`config.mk`:
```
export PLATFORM = sky130hd
export DESIGN_NAME = xp_ctrl_mem
export DESIGN_NICKNAME = d
export VERILOG_FILES = /design/src/rtl/xp_pkg.sv /design/src/rtl/xp_addr_dec.sv /design/src/rtl/xp_store.sv /design/src/rtl/xp_route_enc.sv /design/src/rtl/xp_ctrl_mem.sv
export SDC_FILE = /design/constraint.sdc
export NUM_CORES = 1
export LEC_CHECK = 0
export ABC_AREA = 0
export ABC_CLOCK_PERIOD_IN_PS = 1600
export BUFFER_PORTS_ARGS = -buffer_cell sky130_fd_sc_hd__buf_2
export CORE_MARGIN = 2
export CORE_UTILIZATION = 25
export CTS_CLUSTER_DIAMETER = 30
export DETAILED_ROUTE_END_ITERATION = 10
export PLACE_DENSITY = 0.5
export SYNTH_ARGS = -nofsm -noshare
export SYNTH_HDL_FRONTEND = slang
export SYNTH_HIERARCHICAL = 1
export SYNTH_SLANG_ARGS = --single-unit
```
`constraint.sdc`:
```
create_clock -name clk -period 1.6 [get_ports clk]
set_input_delay 0.24 -clock clk [delete_from_list [all_inputs] [get_ports clk]]
set_output_delay 0.24 -clock clk [all_outputs]
set_load 0.02 [all_outputs]
```
`src/rtl/xp_pkg.sv`:
```
package xp_pkg;

  // Store operation after priority resolution
  typedef enum logic [1:0] {
    XP_HOLD  = 2'd0,
    XP_WRITE = 2'd1,
    XP_SET   = 2'd2,
    XP_CLEAR = 2'd3
  } xp_op_e;

  // Clear beats set, set beats a strobe write
  function automatic xp_op_e xp_resolve(input logic strobe, input logic gset,
                                        input logic gclr);
    if (gclr)        return XP_CLEAR;
    else if (gset)   return XP_SET;
    else if (strobe) return XP_WRITE;
    else             return XP_HOLD;
  endfunction

endpackage

```
`src/rtl/xp_addr_dec.sv`:
```
module xp_addr_dec #(
  parameter int X_LINES = 4,
  parameter int Y_LINES = 4,
  localparam int XW     = $clog2(X_LINES),
  localparam int YW     = $clog2(Y_LINES),
  localparam int NODES  = X_LINES * Y_LINES
) (
  input  logic [XW+YW-1:0] addr,
  output logic [NODES-1:0] sel
);

  logic [XW-1:0] x_idx;
  logic [YW-1:0] y_idx;

  assign x_idx = addr[XW-1:0];
  assign y_idx = addr[XW +: YW];

  // One-hot select; node (x, y) lives at y*X_LINES + x
  always_comb begin
    sel = '0;
    for (int y = 0; y < Y_LINES; y++) begin
      for (int x = 0; x < X_LINES; x++) begin
        if (int'(x_idx) == x && int'(y_idx) == y) sel[y*X_LINES + x] = 1'b1;
      end
    end
  end

endmodule

```
`src/rtl/xp_store.sv`:
```
module xp_store
  import xp_pkg::*;
#(
  parameter int NODES = 16
) (
  input  logic             clk,
  input  logic             rst,
  input  xp_op_e           op,
  input  logic [NODES-1:0] sel,
  input  logic             din,
  output logic [NODES-1:0] q
);

  always_ff @(posedge clk) begin
    if (rst) begin
      q <= '0;
    end else begin
      case (op)
        XP_CLEAR: q <= '0;
        XP_SET:   q <= '1;
        XP_WRITE: q <= (q & ~sel) | (sel & {NODES{din}});
        default:  q <= q;
      endcase
    end
  end

endmodule

```
`src/rtl/xp_route_enc.sv`:
```
module xp_route_enc #(
  parameter int X_LINES = 4,
  parameter int Y_LINES = 4,
  localparam int XW     = $clog2(X_LINES),
  localparam int NODES  = X_LINES * Y_LINES,
  localparam int CW     = $clog2(X_LINES + 1)
) (
  input  logic                  clk,
  input  logic                  rst,
  input  logic [NODES-1:0]      en,
  output logic [Y_LINES*XW-1:0] route_x,
  output logic [Y_LINES-1:0]    route_hit,
  output logic [Y_LINES-1:0]    multi_x
);

  for (genvar y = 0; y < Y_LINES; y++) begin : g_line
    logic [X_LINES-1:0] col;
    logic [XW-1:0]      low_x;
    logic [CW-1:0]      cnt;

    assign col = en[y*X_LINES +: X_LINES];

    // Scan downward so the lowest closed X wins
    always_comb begin
      low_x = '0;
      cnt   = '0;
      for (int x = X_LINES - 1; x >= 0; x--) begin
        if (col[x]) low_x = XW'(x);
        cnt = cnt + CW'(col[x]);
      end
    end

    always_ff @(posedge clk) begin
      if (rst) begin
        route_x[y*XW +: XW] <= '0;
        route_hit[y]        <= 1'b0;
        multi_x[y]          <= 1'b0;
      end else begin
        route_x[y*XW +: XW] <= low_x;
        route_hit[y]        <= |col;
        multi_x[y]          <= (cnt > CW'(1));
      end
    end
  end

endmodule

```
`src/rtl/xp_ctrl_mem.sv`:
```
module xp_ctrl_mem
  import xp_pkg::*;
#(
  parameter int X_LINES = 4,
  parameter int Y_LINES = 4,
  localparam int XW     = $clog2(X_LINES),
  localparam int YW     = $clog2(Y_LINES),
  localparam int AW     = XW + YW,
  localparam int NODES  = X_LINES * Y_LINES
) (
  input  logic                  clk,
  input  logic                  rst,
  input  logic [AW-1:0]         addr,
  input  logic                  din,
  input  logic                  strobe,
  input  logic                  gset,
  input  logic                  gclr,
  output logic [NODES-1:0]      en_main,
  output logic [NODES-1:0]      en_mirror,
  output logic [Y_LINES*XW-1:0] route_x,
  output logic [Y_LINES-1:0]    route_hit,
  output logic [Y_LINES-1:0]    multi_x
);

  logic [NODES-1:0] sel;
  logic [NODES-1:0] cells;
  xp_op_e           op;

  assign op = xp_resolve(strobe, gset, gclr);

  xp_addr_dec #(.X_LINES(X_LINES), .Y_LINES(Y_LINES)) u_dec (
    .addr (addr),
    .sel  (sel)
  );

  xp_store #(.NODES(NODES)) u_store (
    .clk  (clk),
    .rst  (rst),
    .op   (op),
    .sel  (sel),
    .din  (din),
    .q    (cells)
  );

  // One stored bit drives the crosspoint in both planes
  assign en_main   = cells;
  assign en_mirror = cells;

  xp_route_enc #(.X_LINES(X_LINES), .Y_LINES(Y_LINES)) u_route (
    .clk       (clk),
    .rst       (rst),
    .en        (cells),
    .route_x   (route_x),
    .route_hit (route_hit),
    .multi_x   (multi_x)
  );

endmodule

```
Word-level counts from Yosys, hierarchy flattened
Cells that the tools add are included.

cells by class
  bitwise operators = 4
  reductions and logical operators = 31
  order comparisons = 4
  multiplexer cells = 32
  add/subtract/negate cells = 12
  eq/ne operators = 9

operators by type and width
  operator                                                                          number
  16-bit case mux with 3 select lines                                               1
  16-bit AND                                                                        2
  3-bit by 1-bit adder with 3-bit output                                            8
  1-bit two-way mux                                                                 21
  2-bit two-way mux                                                                 10
  1-bit logical AND                                                                 16
  16-bit inverter                                                                   1
  16-bit OR                                                                         1
  4-bit OR reduction                                                                4
  2-bit == test (second input constant)                                             6
  3-bit by 1-bit greater-than comparator with 1-bit output (second input constant)  4
  3-bit OR reduction                                                                4
  1-bit by 1-bit adder with 2-bit output                                            4
  2-bit OR reduction                                                                4
  2-bit by 1-bit == test with 1-bit output (second input constant)                  3
  2-bit logical NOT                                                                 2
  3-bit nonzero test                                                                1

word-level totals
  bits of input ports = 10
  flip-flop bits (word level) = 32

Longest topological paths before layout
Gate-level depths: netlist of run 1.

  depth after elaboration = 7
  depth in mapped cells = 10

Modules after synthesis
Netlist of run 1, hierarchy kept.

modules (own cells, without submodules)
  module        area each (µm²)  seq. area each (µm²)  instances  cells an instance
  xp_store      892.1            320.3                 1          80
  xp_route_enc  739.5            320.3                 1          67
  xp_addr_dec   276.5            0.0                   1          20
  xp_ctrl_mem   137.6            0.0                   1          19

Least setup slack after synthesis of run 1
OpenSTA, ideal clock, no wires.

  path type = input-to-reg
  start point = input port gset
  end point = register u_store.q[0]
  data arrival time = 1476 ps
  setup time = 128 ps
  buffers on the path = 3
  stages on the path = 9
  slack = -4 ps
  path through = or2_1 inv_1 ha_1 buf_4 and3b_1 buf_6 buf_8 a221oi_2 nor2_1

between the ends
  word-level cells in the longest chain between the ends = 4
  elaborated cells on any way between the ends = 7

RTL lines
  what                                                                       line               text
  from (decl)                                                                xp_ctrl_mem.sv:16  input logic gset,
  2-bit two-way mux (*)                                                      xp_pkg.sv:15       else if (gset) return XP_SET;
  2-bit two-way mux (*)                                                      xp_pkg.sv:14       if (gclr) return XP_CLEAR;
  2-bit by 1-bit == test with 1-bit output or 2-bit == test (tied branches)  xp_store.sv:18     case (op)
  16-bit case mux with 3 select lines or 3-bit nonzero test (tied branches)  -
  to (signal assigned)                                                       xp_store.sv:21     XP_WRITE: q <= (q & ~sel) | (sel & {NODES{din}});
  to (signal assigned)                                                       xp_store.sv:22     default: q <= q;
  to (decl)                                                                  xp_store.sv:11     output logic [NODES-1:0] q

Every way passes the cells marked *; elsewhere a longest branch is shown, timed or not.
A chain may end at the register's enable or synchronous reset.

Worst setup path in the final report of run 1
  start point = input port gset
  end point = register u_store.q[8]

between the ends
  word-level cells in the longest chain between the ends = 4
  elaborated cells on any way between the ends = 7

RTL lines
  what                                                                       line               text
  2-bit two-way mux (*)                                                      xp_pkg.sv:15
  2-bit two-way mux (*)                                                      xp_pkg.sv:14
  net op[1]                                                                  xp_ctrl_mem.sv:27  xp_op_e op;
  2-bit by 1-bit == test with 1-bit output or 2-bit == test (tied branches)  xp_store.sv:18
  16-bit case mux with 3 select lines or 3-bit nonzero test (tied branches)  -

Mark *: on every way through the listed nets, which the timed path passes. The rest lies on a longest branch.

==> metrics.log, run 1 <==
[metrics] GR Overflow Total: 0
[metrics] Seq cells post-synth: 32
[metrics] total I/O pin count: 58
[metrics] total count of max-transition violations in the final report: 0
[metrics] critical path arrival: 1.56 ns
[metrics] area of the core region: 7850 µm²
[metrics] Async S/R FF share, synth: 0
[metrics] Max rail drop VDD: 0.000284 V
[metrics] DP HPWL: roughly 2800 µm
[metrics] Hold/Removal Path Class: primary input to flop
[metrics] maximum achievable frequency: around 710 MHz
[metrics] count of flip-flops with a built-in enable after synthesis: 0
[metrics] cell area power density: a little under 800 nW/µm²
[metrics] clock slew seen by the registers of the worst setup and hold paths: 0.07 ns
[metrics] DRC violation total after the first TritonRoute iteration: 77
[metrics] setup violators final: 0
[metrics] Finished Core Util: 0.310
[metrics] synthesized netlist net count: approximately 210
[metrics] Post-CTS Resized: 0
[metrics] routability congestion estimate: just over 0.7
[metrics] vertical die dimension: 94.5 µm
[metrics] top area cells in the synthesized netlist: dfxtp_1, mux2_2, a221oi_2, buf_4, ha_1
[metrics] Total Nets Final: 258
[metrics] ratio of routed vias to standard cells: roughly 4.5
[metrics] ant diodes: 0
[metrics] Std-Cell Rows: 32
[metrics] x dimension of the die: about 94 µm
[metrics] overall die area: about 9000 µm²
[metrics] outcome: finished, final reports clean
[metrics] DRC violations left: 0
[metrics] Ys Warns: 6
[metrics] maximum clock insertion buffer count: 2
[metrics] number of nets with antenna violations after detailed routing: 0
[metrics] Synth top area share: 0.313
[metrics] cell type contributing the most total cell area after synthesis: dfxtp_1
[metrics] worst path required time: 1.76 ns
[metrics] maximum number of pins on one net before global-route repair: 33
[metrics] slew of the pin with the lowest slew margin: 0.410 ns
[metrics] most used cells in the layout excluding fill and tap cells: buf_2, dfxtp_1, nor2_1, mux2_2
[metrics] antenna violations before repair: 0
[metrics] drt first pass iters: 4
[metrics] dominant combinational cell family by area after synthesis: simple AND/OR/NAND/NOR gates
[metrics] final cell count without fillers: 338
[metrics] Final Routed Wirelength: 4170 µm
[metrics] port bufs: 57
[metrics] max-cap violations: 0
[metrics] average wire per cell in the routed design: 12.3 µm
[metrics] startpoint class of the critical path: primary input
[metrics] Tmin final: 1.41 ns
[metrics] total leakage power: approximately 1.1 nW
[metrics] post-synthesis share of cell area spent on full adders, half adders and majority gates: 0.0905
[metrics] share of cells above drive strength 1: 0.496
[metrics] starting utilization of the core area: 0.261
[metrics] most common cell after layout, fill and taps aside: buf_2
[metrics] average instance area after synthesis: 11.0 µm²
[metrics] XOR/XNOR share of the synthesized area: 0
[metrics] category of the critical setup timing path: primary input to flop
[metrics] H-tree lvl count: 2
[metrics] placed instance count: 330
[metrics] endpoint class of the critical path: flop
[metrics] Tot GR Track Use: 0.0989
[metrics] share of synthesized cell area in and, or, nand and nor gates: 0.215
[metrics] number of library cell types mapped by synthesis: 32
[metrics] total standard cell area after synthesis: 2050 µm²
[metrics] unrepaired setup endpoints after global routing: no
[metrics] Tcrit/Tclk final: 0.880
[metrics] filler cell count in the final layout: 842
[metrics] final non-filler cell area: 2430 µm²
[metrics] vias in the first global route: about 1400
[metrics] area after detailed placement: about 2300 µm²
[metrics] dominant synthesized flop cell: dfxtp_1
[metrics] number of standard cells after synthesis: 186
[metrics] TritonCTS clock tree: built
[metrics] worst-skew pair later-pin latency: 0.28 ns
[metrics] Clock Skews: 0.00331 ns
[metrics] layout-stage area growth over the synthesis result: 18.8%
[metrics] area fraction in compound gates after synthesis: 0.139
[metrics] portion of netlist area occupied by mux cells: 0.0881
[metrics] CP max FO: 16
[metrics] number of buffers added by the clock tree synthesis step: 5
[metrics] Max-slew headroom: 0.726
[metrics] sequential element share of the synthesized area: 0.313
[metrics] number of buffers inserted by hold repair at cts: 0
[metrics] clock sink total: 32
[metrics] setup bufs post-CTS: 0
[metrics] wire length of the first global-routing pass: 6980 µm
[metrics] final number of hold-violating endpoints: 0
[metrics] Vias: roughly 1500
[metrics] CTS Root Buffer Type: clkbuf_8
==> synth_stat cells, types with 3 or more instances <==
| master | number |
|---|---|
| a211oi_2 | 3 |
| and4b_1 | 4 |
| a221oi_2 | 10 |
| inv_1 | 14 |
| a221oi_1 | 6 |
| and4bb_1 | 4 |
| buf_6 | 7 |
| fa_1 | 3 |
| dfxtp_1 | 32 |
| nor4_1 | 3 |
| mux2_2 | 16 |
| nor2_1 | 22 |
| nor4b_4 | 4 |
| nand2b_1 | 6 |
| buf_4 | 17 |
| a21oi_1 | 6 |
| ha_1 | 10 |
==> critical path: stages <==
cell and delay (ns):
buf_2 0.10, or2_1 0.23, inv_1 0.07, ha_1 0.23, and3b_1 0.21, buf_12 0.16
a221oi_1 0.25, nor2_1 0.06
==> path summary, 6_finish.rpt <==
| check | start | to | slack [ns] | cells past startpoint |
|---|---|---|---|---|
| setup / recovery | gset | u_store/q[8] | 0.19 | 8 |
| hold / removal | rst | u_store/q[4] | 0.47 | 3 |
| setup reg to reg | u_store/q[2] | u_route/multi_x[0] | 0.25 | 5 |
| hold reg to reg | u_store/q[8] | u_route/route_x[4] | 0.54 | 2 |
==> sequential cells by signal, summed over array words and instances, names as in the netlist <==
name               flops
u_route/multi_x        4
u_route/route_hit      4
u_route/route_x        8
u_store/q             16
==> cells by family (layout without fill, tap and decap cells) <==
group	count (synthesis)	in the layout
AOI/OAI and AO/OA	27	27
adders and majority gates	13	13
buffers and inverters	45	95
DFF	32	32
muxes	16	16
and+or+nand+nor	53	53
==> where the power goes <==
group          internal, mW  leakage, nW  switching (mW)  total [mW]
Sequential            0.833        0.260          0.0260       0.860
Clock                 0.350       0.0455           0.282       0.633
Combinational         0.162        0.813           0.231       0.393
Total                  1.35         1.12           0.540        1.89
==> metal layers <==
layer	track usage	wire length [µm]	vias up	share of wire
li1	-	-	742	-
met1	0.121	1870	732	0.45
met2	0.163	1980	34	0.47
met3	0.0303	249	5	0.060
met4	0.0399	70	0	0.017
met5	0	0	-	0
==> cell type report <==
type,count,area (µm²),share of cell area
Clock buffer,8,90.1,0.0371
Inverter,14,52.6,0.0216
Multi-Input combinational cell,109,1090,0.448
Sequential cell,32,641,0.264
Tap cell,102,128,0.0525
Timing Repair Buffer,73,430,0.177
==> stage by stage <==
stage,hold slack [ns],setup WS (ns),power (mW),setup TNS [ns]
global route,0.484,0.0596,2.00,0
floorplan,0.446,-0.00209,1.19,-0.0206
CTS,0.470,0.187,1.92,0
finish,0.470,0.191,1.89,0
detailed placement,0.539,-0.108,1.28,-1.13
global placement,0.543,-0.0734,1.27,-0.846
Note: power is estimated with default switching activity, not from simulation.
==> inputs of run 2 (changes only) <==
CELL_PAD_IN_SITES_DETAIL_PLACEMENT = 1   (was default)
CELL_PAD_IN_SITES_GLOBAL_PLACEMENT = 1   (was default)
PLACE_DENSITY = 0.6   (was 0.5)
==> run 2 against run 1 <==
Compared with the run above:
- first-iteration DRC count grew 6.5%
- largest cell class unchanged
- total power shrank 2.4%
- register-to-register slack is essentially flat
- critical endpoint unchanged
- clock-buffer cell count shrank 2
==> metrics.log, run 2 (synthesis gave the netlist of run 1 again) <==
[metrics] capture instance of the worst register-to-register path: u_route/multi_x[0]
[metrics] total count of max-transition violations in the final report: 0 (unchanged)
[metrics] placed instance count: 329 (-0.30%)
[metrics] area of the core region: 7850 µm² (unchanged)
[metrics] Highest Signal Layer: met4
[metrics] Total Nets Final: 257 (-0.39%)
[metrics] DRC violations left: 0 (unchanged)
[metrics] setup violators final: 0 (unchanged)
[metrics] clock slew seen by the registers of the worst setup and hold paths: 0.07 ns (about the same)
[metrics] met3 layer wire length in the routed design: 199 µm (-20%)
[metrics] clock sink total: 32 (unchanged)
[metrics] number of buffers added by the clock tree synthesis step: 5 (unchanged)
[metrics] met2 routed wirelength: 2150 µm (+9.0%)
[metrics] Tmin final: 1.45 ns (+0.0457 ns)
[metrics] ant diodes: 0 (unchanged)
[metrics] ratio of routed vias to standard cells: 4.41 (-1.5%)
[metrics] GR Overflow Total: 0 (unchanged)
[metrics] most common cell after layout, fill and taps aside: buf_2
[metrics] outcome: finished, final reports clean
[metrics] worst-case reg-to-reg path depth: 5 (unchanged)
[metrics] max-cap violations: 0 (unchanged)
[metrics] unrepaired setup endpoints after global routing: no
[metrics] x dimension of the die: 94.5 µm (unchanged)
[metrics] startpoint class of the critical path: primary input
[metrics] Max rail drop VDD: 0.000270 V (-4.8%)
[metrics] Hold/Removal Path Class: primary input to flop
[metrics] Worst R2R Start: u_store/q[2]
[metrics] worst slack at placement: -0.141 ns (-0.0334 ns)
[metrics] Tot GR Track Use: 0.106 (+0.00711)
[metrics] final cell count without fillers: 336 (-0.59%)
[metrics] Clock Skews: 0.00400 ns (+0.000692 ns)
[metrics] number of nets with antenna violations after detailed routing: 0 (unchanged)
[metrics] CP max FO: 16 (unchanged)
[metrics] Post-CTS Resized: 0 (unchanged)
[metrics] worst-skew pair later-pin latency: 0.28 ns (about the same)
[metrics] cell area power density: 763 nW/µm² (-1.6%)
[metrics] filler cell count in the final layout: 938 (+11%)
[metrics] layout-stage area growth over the synthesis result: 17.9%
[metrics] register with the most flip-flops: u_store/q
[metrics] critical path arrival: 1.61 ns (+0.05 ns)
[metrics] DRC violation total after the first TritonRoute iteration: 82 (+6.5%)
[metrics] setup bufs post-CTS: 0 (unchanged)
[metrics] endpoint class of the critical path: flop
[metrics] most used cells in the layout excluding fill and tap cells: buf_2, dfxtp_1, nor2_1, mux2_2, inv_1
[metrics] port bufs: 57 (unchanged)
[metrics] Std-Cell Rows: 32 (unchanged)
[metrics] total power: 1.84 mW (-2.4%)
[metrics] sequence of cells on the critical path: buf_2, or2_1, inv_1, ha_1, and3b_1, buf_12, a221oi_1, nor2_1
[metrics] CP max stage delay: 0.28 ns (+0.03 ns)
[metrics] final number of hold-violating endpoints: 0 (unchanged)
[metrics] antenna violations before repair: 0 (unchanged)
[metrics] routability congestion estimate: 0.654 (-8.0%)
[metrics] starting utilization of the core area: 0.261 (unchanged)
[metrics] maximum achievable frequency: 688 MHz (-3.1%)
[metrics] first element of the critical path: gset
[metrics] smallest hold slack: 0.470 ns (-0.000261 ns)
[metrics] overall die area: 8920 µm² (unchanged)
[metrics] CTS Root Buffer Type: clkbuf_8
[metrics] Largest regs: u_store/q (16), u_route/route_x (8)
[metrics] total I/O pin count: 58 (unchanged)
[metrics] Vias: 1482 (-2.0%)
[metrics] number of buffers inserted by hold repair at cts: 0 (unchanged)
[metrics] cell type of the slowest stage on the worst timing path: a221oi_1
[metrics] Tcrit/Tclk final: 0.909 (+0.0286)
[metrics] slew of the pin with the lowest slew margin: 0.397 ns (-0.0128 ns)
[metrics] DP HPWL: 3070 µm (+8.0%)
[metrics] average wire per cell in the routed design: 13.4 µm (+8.5%)
[metrics] H-tree lvl count: 2 (unchanged)
[metrics] vias in the first global route: 1503 (+7.6%)
[metrics] wire length of the first global-routing pass: 7450 µm (+6.8%)
[metrics] total leakage power: 1.11 nW (-0.82%)
[metrics] worst path required time: 1.76 ns (about the same)
[metrics] maximum clock insertion buffer count: 2 (unchanged)
[metrics] post-route worst setup slack: 0.146 ns (-0.0457 ns)
[metrics] wire length on met1: 2070 µm (+10%)
[metrics] maximum number of pins on one net before global-route repair: 33 (unchanged)
[metrics] category of the critical setup timing path: primary input to flop
[metrics] Setup crit end: u_store/q[8]
[metrics] Max-slew headroom: 0.735 (+0.00892)
[metrics] drt first pass iters: 2 (-2)
[metrics] Register-to-Register Setup Slack: 0.26 ns (about the same)
[metrics] flip-flop count of the largest register after layout: 16 (unchanged)
[metrics] share of cells above drive strength 1: 0.496 (about the same)
[metrics] vertical die dimension: 94.5 µm (unchanged)
[metrics] TritonCTS clock tree: built
[metrics] Final Routed Wirelength: 4500 µm (+7.8%)
## run 2: metrics by stage
step           cell area (µm²)  setup TNS [ns]   util
6_report                  2410               0  0.307
5_1_grt                   2410               0  0.307
4_1_cts                   2410               0  0.307
3_5_place_dp              2330           -1.63  0.297
3_3_place_gp              2330          -0.897  0.297
2_1_floorplan             2050         -0.0206      -
## run 2: how the worst min path moves through the flow
| stage | startpoint | endpoint | depth (start not counted) |
|---|---|---|---|
| CTS | rst | u_store/q[14] | 3 |
| finish | rst | u_store/q[14] | 3 |
| detailed placement | u_store/q[9] | u_route/route_x[5] | 2 |
| floorplan | rst | u_route/route_x[2] | 2 |
| global route | rst | u_store/q[3] | 3 |
| global placement | u_store/q[8] | u_route/route_x[4] | 2 |
## run 2: area by class of cell
class / count / area (µm²) / share of cell area
multi-input cells: 109 / 1090 / 0.452
clock inverters: 1 / 5.00 / 0.00208
inverters: 14 / 52.6 / 0.0218
well taps: 102 / 128 / 0.0529
repair buffers: 72 / 423 / 0.175
clock buffers: 6 / 72.6 / 0.0301
flip-flops and latches: 32 / 641 / 0.266
## run 2: report_power, final
group | leakage, nW | switching, mW | total [mW] | internal (mW)
combinational | 0.808 | 0.236 | 0.397 | 0.161
sequential | 0.260 | 0.0247 | 0.858 | 0.833
clock | 0.0410 | 0.290 | 0.585 | 0.295
## run 2: layer usage
| layer | GRT usage | vias to the layer above |
|---|---|---|
| li1 | - | 741 |
| met1 | 0.133 | 707 |
| met2 | 0.171 | 29 |
| met3 | 0.0303 | 5 |
| met4 | 0.0435 | 0 |
| met5 | 0 | - |
## run 2: worst max-delay path, delay by kind of cell
kind	cells	cell delay (ns)
adder cells (fa/ha/maj)	1	0.24
AND/OR/NAND/NOR	3	0.51
buffers and inverters	3	0.34
AO/OA/AOI/OAI	1	0.28
